<file path="src/rtl/svpwm_pkg.sv">
package svpwm_pkg;
  localparam int NUM_LEGS = 3;

  typedef enum logic [1:0] {
    SRC_NONE = 2'd0,
    SRC_ONE  = 2'd1,
    SRC_TWO  = 2'd2
  } src_sel_e;

  function automatic src_sel_e classify(input logic [NUM_LEGS-1:0] st);
    logic [1:0] ones;
    ones = 2'(st[0]) + 2'(st[1]) + 2'(st[2]);
    case (ones)
      2'd1:    classify = SRC_ONE;
      2'd2:    classify = SRC_TWO;
      default: classify = SRC_NONE;
    endcase
  endfunction
endpackage

</file>
<file path="src/rtl/svpwm_carrier.sv">
module svpwm_carrier #(
  parameter int CNT_W = 12
) (
  input  logic             clk,
  input  logic             rst,
  input  logic             en,
  input  logic [CNT_W-1:0] period,
  output logic [CNT_W-1:0] cnt,
  output logic             load
);
  logic             up;
  logic [CNT_W-1:0] nxt;
  logic             nup;

  always_comb begin
    if (up) begin
      nxt = cnt + CNT_W'(1);
      nup = (nxt != period);
    end else begin
      nxt = cnt - CNT_W'(1);
      nup = (nxt == '0);
    end
  end

  assign load = rst || !en || (!up && nxt == '0);

  always_ff @(posedge clk) begin
    if (rst || !en) begin
      cnt <= '0;
      up  <= 1'b1;
    end else begin
      cnt <= nxt;
      up  <= nup;
    end
  end
endmodule

</file>
<file path="src/rtl/svpwm_leg.sv">
module svpwm_leg #(
  parameter int DT_W = 8
) (
  input  logic            clk,
  input  logic            rst,
  input  logic            en,
  input  logic            cmd,
  input  logic [DT_W-1:0] dead,
  output logic            hi,
  output logic            lo
);
  logic            prev;
  logic [DT_W-1:0] hold;

  always_ff @(posedge clk) begin
    if (rst || !en) begin
      prev <= 1'b0;
      hold <= '0;
      hi   <= 1'b0;
      lo   <= 1'b0;
    end else if (cmd != prev) begin
      prev <= cmd;
      hold <= dead;
      hi   <= 1'b0;
      lo   <= 1'b0;
    end else if (hold > DT_W'(1)) begin
      hold <= hold - DT_W'(1);
    end else begin
      hold <= '0;
      hi   <= cmd;
      lo   <= !cmd;
    end
  end
endmodule

</file>
<file path="src/rtl/svpwm_decouple.sv">
module svpwm_decouple
  import svpwm_pkg::*;
#(
  parameter int DT_W = 8
) (
  input  logic                clk,
  input  logic                rst,
  input  logic                en,
  input  logic [NUM_LEGS-1:0] state,
  input  logic [DT_W-1:0]     dead,
  output logic                src1_on,
  output logic                src2_on
);
  src_sel_e        want;
  src_sel_e        prev;
  logic [DT_W-1:0] hold;

  assign want = classify(state);

  always_ff @(posedge clk) begin
    if (rst || !en) begin
      prev    <= SRC_NONE;
      hold    <= '0;
      src1_on <= 1'b0;
      src2_on <= 1'b0;
    end else if (want != prev) begin
      prev    <= want;
      hold    <= dead;
      src1_on <= 1'b0;
      src2_on <= 1'b0;
    end else if (hold > DT_W'(1)) begin
      hold <= hold - DT_W'(1);
    end else begin
      hold    <= '0;
      src1_on <= (want == SRC_ONE);
      src2_on <= (want == SRC_TWO);
    end
  end
endmodule

</file>
<file path="src/rtl/svpwm_gate_gen.sv">
module svpwm_gate_gen
  import svpwm_pkg::*;
#(
  parameter int CNT_W = 12,
  parameter int DT_W  = 8
) (
  input  logic             clk,
  input  logic             rst,
  input  logic             en,
  input  logic             mode,
  input  logic [CNT_W-1:0] period,
  input  logic [DT_W-1:0]  dead,
  input  logic [CNT_W-1:0] cmp_a,
  input  logic [CNT_W-1:0] cmp_b,
  input  logic [CNT_W-1:0] cmp_c,
  output logic             g_s1,
  output logic             g_s2,
  output logic             g_s3,
  output logic             g_s4,
  output logic             g_s5,
  output logic             g_s6,
  output logic             g_s7a,
  output logic             g_s7b,
  output logic             g_s8a,
  output logic             g_s8b
);
  logic [CNT_W-1:0]    cnt;
  logic                load;
  logic [CNT_W-1:0]    cmp_in [NUM_LEGS];
  logic [CNT_W-1:0]    cmp_q  [NUM_LEGS];
  logic                mode_q;
  logic [NUM_LEGS-1:0] clamp;
  logic [NUM_LEGS-1:0] raw;
  logic [NUM_LEGS-1:0] state_q;
  logic [NUM_LEGS-1:0] hi;
  logic [NUM_LEGS-1:0] lo;
  logic                src1_on;
  logic                src2_on;

  assign cmp_in[0] = cmp_a;
  assign cmp_in[1] = cmp_b;
  assign cmp_in[2] = cmp_c;

  svpwm_carrier #(.CNT_W(CNT_W)) u_carrier (
    .clk    (clk),
    .rst    (rst),
    .en     (en),
    .period (period),
    .cnt    (cnt),
    .load   (load)
  );

  always_ff @(posedge clk) begin
    if (load) begin
      for (int i = 0; i < NUM_LEGS; i++) cmp_q[i] <= cmp_in[i];
      mode_q <= mode;
    end
  end

  // Smallest compare wins the clamp; ties go to the lowest phase.
  always_comb begin
    clamp = '0;
    if (cmp_q[0] <= cmp_q[1] && cmp_q[0] <= cmp_q[2]) clamp[0] = 1'b1;
    else if (cmp_q[1] <= cmp_q[2])                    clamp[1] = 1'b1;
    else                                              clamp[2] = 1'b1;
  end

  generate
    for (genvar g = 0; g < NUM_LEGS; g++) begin : g_leg
      assign raw[g] = (cnt >= cmp_q[g]) || (mode_q && clamp[g]);

      svpwm_leg #(.DT_W(DT_W)) u_leg (
        .clk  (clk),
        .rst  (rst),
        .en   (en),
        .cmd  (state_q[g]),
        .dead (dead),
        .hi   (hi[g]),
        .lo   (lo[g])
      );
    end
  endgenerate

  always_ff @(posedge clk) begin
    if (rst || !en) state_q <= '0;
    else            state_q <= {raw[0], raw[1], raw[2]} == 3'b000 ? '0 : raw;
  end

  svpwm_decouple #(.DT_W(DT_W)) u_dec (
    .clk     (clk),
    .rst     (rst),
    .en      (en),
    .state   (state_q),
    .dead    (dead),
    .src1_on (src1_on),
    .src2_on (src2_on)
  );

  assign g_s1  = hi[0];
  assign g_s2  = lo[0];
  assign g_s3  = hi[1];
  assign g_s4  = lo[1];
  assign g_s5  = hi[2];
  assign g_s6  = lo[2];
  assign g_s7a = src1_on;
  assign g_s7b = src1_on;
  assign g_s8a = src2_on;
  assign g_s8b = src2_on;
endmodule

</file>
<file path="config.mk">
export PLATFORM = sky130hd
export DESIGN_NAME = svpwm_gate_gen
export DESIGN_NICKNAME = d
export VERILOG_FILES = /design/src/rtl/svpwm_pkg.sv /design/src/rtl/svpwm_carrier.sv /design/src/rtl/svpwm_leg.sv /design/src/rtl/svpwm_decouple.sv /design/src/rtl/svpwm_gate_gen.sv
export SDC_FILE = /design/constraint.sdc
export NUM_CORES = 1
export LEC_CHECK = 0
export BUFFER_PORTS_ARGS = -buffer_cell sky130_fd_sc_hd__buf_2
export CORE_MARGIN = 1.5
export CORE_UTILIZATION = 30
export CTS_CLUSTER_DIAMETER = 150
export DETAILED_ROUTE_END_ITERATION = 7
export PLACE_DENSITY_LB_ADDON = 0.15
export SLEW_MARGIN = 20
export SYNTH_ARGS = -nofsm -noshare
export SYNTH_HDL_FRONTEND = slang
export SYNTH_HIERARCHICAL = 1
export SYNTH_SLANG_ARGS = --single-unit
export TNS_END_PERCENT = 30
</file>
<file path="constraint.sdc">
create_clock -name clk -period 10.1 [get_ports clk]
set_input_delay 0 -clock clk [delete_from_list [all_inputs] [get_ports clk]]
set_output_delay 0 -clock clk [all_outputs]
set_load 0.005 [all_outputs]
</file>
==> out/results.ini, run 1 <==
[power_and_ir_drop]
finalPower_mw = 1.53
p_per_area_nw_per_um2 = 197
power.leakage_nw = 3.30
ir_drop_mv = 0.0927

[setup_path]
cpPeakStageDelay_ps = 840
r2r_start = u_carrier/cnt[1]
cp.required_ps = 10090
r2r.worst_path.cells = 7
crit_family = compound AO/OA/AOI/OAI gates
crit_fanout = 37
cp_num_buf_inv = 0
path_class = flop to flop
arrival_ps = 3140
path_cells = ha_1 > and3_1 > nand3_1 > mux2i_1 > xnor2_1 > nand4_1 > o21bai_4
critPathCaptureType = flop
ff2ff_setup_slack_ps = 6950
slowest_stage = o21bai_4
r2r_end = cmp_q[0][3]
critPathLaunchType = flop

[global_routing]
grt_pass1_vias = 5153
grt_pass1_wl_mm = 26.1
grt_max_degree = 38
antenna_found_initial = 0
gr-total-overflow = 0
grt_usage = 0.150

[detailed_routing]
vias_per_cell = 4.94
vias = 5094
drtIter0Drc = 246
ant_nets = 0
drt-total-wl_mm = 15.9
drt-pass1-iter-count = 4
drc = 0
route.detailed.wl_per_inst_um = 15.4

[synth]
async_flop_share = 0
syn_nets = 795
synth_top_area_share = 0.188
synth_ff_type = dfxtp_1
synthDistinctLibCells = 71
avgSynthCellArea_um2 = 9.95
synth_edf_count = 37
netlist_area_um2 = 6480
seq_area_frac_synth = 0.360
synth_area_leader_cell = dfxtp_1
yosys-top-cells-area = dfxtp_1, edfxtp_1, ha_1
yosysWarningCount = 6
synth.ff_latch_count = 98
syn_inst = 651

[layout]
drive_gt1_frac = 0.159
register_area_um2 = 2330
fill_cells = 2158
mostFrequentLayoutCells = ha_1, buf_2, dfxtp_1
final_nets = 895
fin_area_um2 = 7770
final_common_cell = ha_1
syn_to_final_growth_pct = 19.9
multiInputGateArea_um2 = 3790
diodes = 0

[place]
gp_congestion = 0.893
hpwlAfterDp_mm = 12.0
port_buffers = 69
postPlaceCellArea_um2 = 7020

[clock_tree]
numCtsBuffers = 9
clk_pin_slew_ps = 80
cts_sinks = 98
clock_latency_ps = 370
clk_path_buf_depth = 2
ctsHtreeMaxLevel = 3
ctsRootBufferMaster = clkbuf_16
cts_tree = built

[floorplan]
fp.dieH_um = 150
pin_count = 70
start_util = 0.307
dieArea_um2 = 22500
die_w_um = 150
coreArea_um2 = 21100
rows = 53

[min_path]
hp-class = input pin to flop
hold_start = period[11]
min_to = u_carrier/up
hold-path-cell-count = 4

[sta]
clock_skew_ps = 12.5
max_freq_mhz = 317
rsz0062_at_grt = false
setup_viol = 0
timing.setup.tns_ps = 0
tightestPinTransition_ps = 1050
finalCritPeriodShare = 0.312
hold_viol = 0
period_minus_slack_ps = 3150
relSlewSlack = 0.299
drv_slew = 0

[flow_run]
maxCapViolCount = 0

[run_status]
status = finished, final reports clean

-- area by class of cell --
class	count	share of cell area
inverters	53	0.0256
well taps	275	0.0443
clock buffers	9	0.0290
clock inverters	7	0.0101
repair buffers	114	0.102
multi-input cells	475	0.488
flip-flops and latches	98	0.300
-- timing repair --
| action | 4_1_cts | 5_1_grt |
|---|---|---|
| setup buffers | 0 | 0 |
| resized for setup | 0 | 0 |
| hold buffers | 45 | 0 |
| hold endpoints to repair | 66 | 0 |
-- power breakdown --
part	switching [mW]	internal, mW
sequential	0.0654	0.479
combinational	0.322	0.299
clock	0.186	0.178
-- sequential cells by signal (all words and copies together), names as in the netlist --
| signal | count |
|---|---|
| u_dec/src2_on | 1 |
| u_dec/hold | 8 |
| mode_q | 1 |
| u_dec/prev | 2 |
| cmp_q | 36 |
| g_leg.u_leg/hold | 24 |
| u_carrier/cnt | 12 |
| g_leg.u_leg/lo | 3 |
| g_leg.u_leg/prev | 3 |
| g_leg.u_leg/hi | 3 |
| u_carrier/up | 1 |
| u_dec/src1_on | 1 |
| state_q | 3 |
-- worst min-delay path: cells and delay by family --
kind | cells | cell delay (ps)
AOI/OAI and AO/OA | 2 | 210
xor gates and xnor gates | 1 | 70
buffers and inverters | 1 | 90
-- worst max path at each step --
stage                      from            to  depth (start not counted)
6_report       u_carrier/cnt[1]   cmp_q[0][3]                          7
5_1_grt        u_carrier/cnt[0]   cmp_q[0][3]                          7
4_1_cts        u_carrier/cnt[0]  cmp_q[0][30]                          7
3_5_place_dp   u_carrier/cnt[0]   cmp_q[0][0]                          7
3_3_place_gp   u_carrier/cnt[0]   cmp_q[0][0]                          7
2_1_floorplan  u_carrier/cnt[1]   cmp_q[0][0]                          8
-- metal layers --
metal | vias to the layer above | part of all wire | wire length [um] | global-route usage
met5 | - | 0 | 0 | 0
met4 | 0 | 0.025 | 401 | 0.0637
met3 | 30 | 0.030 | 480 | 0.0274
met2 | 97 | 0.44 | 6910 | 0.228
met1 | 2380 | 0.51 | 8080 | 0.206
li1 | 2587 | - | - | -
-- per-stage QoR --
step / utilization / worst slack [ps] / hold slack, ps / instances
2_1_floorplan: - / 6380 / 98.9 / 651
3_5_place_dp: 0.333 / 6930 / 178 / 970
6_report: 0.368 / 6950 / 53.6 / 1031
5_1_grt: 0.368 / 6700 / 98.2 / 1031
3_3_place_gp: 0.333 / 7020 / 176 / 970
4_1_cts: 0.368 / 6890 / 43.8 / 1031
-- kinds of logic after synthesis --
| kind of cell | Yosys count | synth area share |
|---|---|---|
| AO/OA/AOI/OAI | 127 | 0.146 |
| XOR/XNOR | 61 | 0.0824 |
| adder cells (fa/ha/maj) | 84 | 0.163 |
| buffers and inverters | 78 | 0.0562 |
| flip-flops | 98 | 0.360 |
| multiplexers | 5 | 0.00792 |
| AND/OR/NAND/NOR | 198 | 0.184 |
-- Yosys cell counts, types with 9 or more instances --
| library cell | count |
|---|---|
| nand3_1 | 22 |
| edfxtp_1 | 37 |
| ha_1 | 83 |
| nand2_1 | 34 |
| a21o_1 | 13 |
| xnor2_1 | 44 |
| or3_2 | 9 |
| o31ai_1 | 14 |
| xor2_1 | 17 |
| o21ai_0 | 9 |
| nand4_1 | 16 |
| nor2_1 | 33 |
| nor3_1 | 9 |
| dfxtp_1 | 61 |
| inv_1 | 53 |
| a21oi_1 | 33 |
(Power assumes the default switching activity.)
==> run 2, diff against run 1 <==
==> constraint.sdc (replaced) <==
create_clock -name clk -period 3.3 [get_ports clk]
set_input_delay 0 -clock clk [delete_from_list [all_inputs] [get_ports clk]]
set_output_delay 0 -clock clk [all_outputs]
set_load 0.005 [all_outputs]
==> run 2 against run 1 <==
Effect of this change:
- power increased to 3.1 times the previous value
- clock power increased to 3.1 times the previous value
- sequential share of layout area decreased by 0.13 points
- critical path type unchanged
- highest routed layer unchanged
==> out/results.ini, run 2 (synthesis results as in run 1) <==
[place]
port_buffers = 69
hpwlAfterDp_mm = 12.1
pre_cts_slack_ps = 675
placed_cells = 971
gp_congestion = 0.839
postPlaceCellArea_um2 = 7040

[sta]
clock_skew_ps = 7.89
relSlewSlack = 0.310
setup_slack_ps = 658
finalCritPeriodShare = 0.801
timing.setup.tns_ps = 0
rsz0062_at_grt = false
tightestPinTransition_ps = 1030
drv_slew = 0
max_freq_mhz = 379
hold_viol = 0
period_minus_slack_ps = 2640
setup_viol = 0

[global_routing]
gr-usage-met2 = 0.229
grt_usage = 0.149
busiest_layer = met2
met3_usage = 0.0277
antenna_found_initial = 0
use_met1 = 0.208
grt_max_degree = 38
gr-total-overflow = 0
grt_pass1_wl_mm = 26.1
grt_pass1_vias = 5158

[layout]
mostFrequentLayoutCells = ha_1, buf_2, dfxtp_1
register_area_um2 = 2330
drive_gt1_frac = 0.160
fin_area_um2 = 7800
final_common_cell = ha_1
multiInputGateArea_um2 = 3790
syn_to_final_growth_pct = 20.4
diodes = 0
final_nets = 896
largest_register_ffs = 36
top_register = cmp_q
final_cells = 1032
top_regs = cmp_q: 36 flops, g_leg.u_leg/hold: 24 flops, u_carrier/cnt: 12 flops
fill_cells = 2136

[floorplan]
start_util = 0.307
coreArea_um2 = 21100
die_w_um = 150
rows = 53
fp.dieH_um = 150
dieArea_um2 = 22500
pin_count = 70

[setup_path]
crit_family = simple AND/OR/NAND/NOR gates
crit_fanout = 37
slowest_stage = dfxtp_1
path_cells = ha_1 > and3_1 > nand3_1 > mux2i_1 > xnor2_1 > nand4_1 > o21bai_4 > buf_12
crit_path_start = u_carrier/cnt[0]
crit_end = cmp_q[0][31]
r2r_start = u_carrier/cnt[0]
cp.required_ps = 3340
arrival_ps = 2690
r2r.worst_path.cells = 8
path_class = flop to flop
critPathLaunchType = flop
ff2ff_setup_slack_ps = 660
cpPeakStageDelay_ps = 580
r2r_end = cmp_q[0][31]
cp_num_buf_inv = 1
crit_cells = 8
critPathCaptureType = flop

[power_and_ir_drop]
ir_drop_mv = 0.277
p_per_area_nw_per_um2 = 603
finalPower_mw = 4.71
power.leakage_nw = 3.32

[detailed_routing]
ant_nets = 0
drt-pass1-iter-count = 6
drt-total-wl_mm = 16.0
drtIter0Drc = 271
vias = 5077
drc = 0
route.detailed.wl_per_inst_um = 15.5
vias_per_cell = 4.92

[clock_tree]
clock_latency_ps = 350
ctsRootBufferMaster = clkbuf_16
post_cts_buffers = 0
clk_path_buf_depth = 2
cts_sinks = 98
clk_pin_slew_ps = 80
cts_resized = 0
ctsHtreeMaxLevel = 3
cts-hold-fix-buffers = 45
numCtsBuffers = 9
cts_tree = built

[flow_run]
maxCapViolCount = 0

[min_path]
hp-class = input pin to flop

[run_status]
status = finished, final reports clean

run 2: changes by cell type in the layout (fill, tap and decap cells not counted), sizes merged:
cell	previous run	this run
buf	69	70
bufinv	0	1
inv	58	57
run 2: worst reg2reg max path, delay by kind of cell (launching register included):
family / cells / cell delay, ps
flops: 1 / 580
mux: 1 / 220
simple gates: 3 / 630
compound gates: 1 / 190
xor+xnor: 1 / 170
fa+ha+maj: 1 / 300
buf+inv: 1 / 230
run 2: cell type report:
class,instances,area share
Clock buffer,9,0.0289
Clock inverter,7,0.0119
Inverter,53,0.0255
Multi-Input combinational cell,475,0.486
Sequential cell,98,0.299
Tap cell,275,0.0441
Timing Repair Buffer,115,0.105
run 2: worst min-delay path by stage:
stage	start	endpoint	cells after the start
floorplan	cmp_a[0]	cmp_q[0][0]	0
global placement	cmp_b[8]	cmp_q[0][20]	1
detailed placement	cmp_c[2]	cmp_q[0][26]	1
CTS	period[11]	u_carrier/up	4
global route	en	state_q[1]	3
finish	period[11]	u_carrier/up	4
run 2: where the power goes:
| part | internal (mW) | switching (mW) | total, mW |
|---|---|---|---|
| clock | 0.611 | 0.533 | 1.14 |
| combinational | 0.917 | 0.985 | 1.90 |
| sequential | 1.46 | 0.198 | 1.66 |
| total | 2.99 | 1.72 | 4.71 |
run 2: routing by layer:
metal,share of wire,vias to the layer above,routed length (um)
met4,0.020,0,316
li1,-,2584,-
met5,0,-,0
met1,0.51,2362,8120
met2,0.44,107,7010
met3,0.033,24,525
run 2: per-stage QoR:
step,utilization,hold slack (ps)
4_1_cts,0.370,70.7
6_report,0.370,80.6
2_1_floorplan,-,98.9
3_5_place_dp,0.334,178
3_3_place_gp,0.334,176
5_1_grt,0.370,105
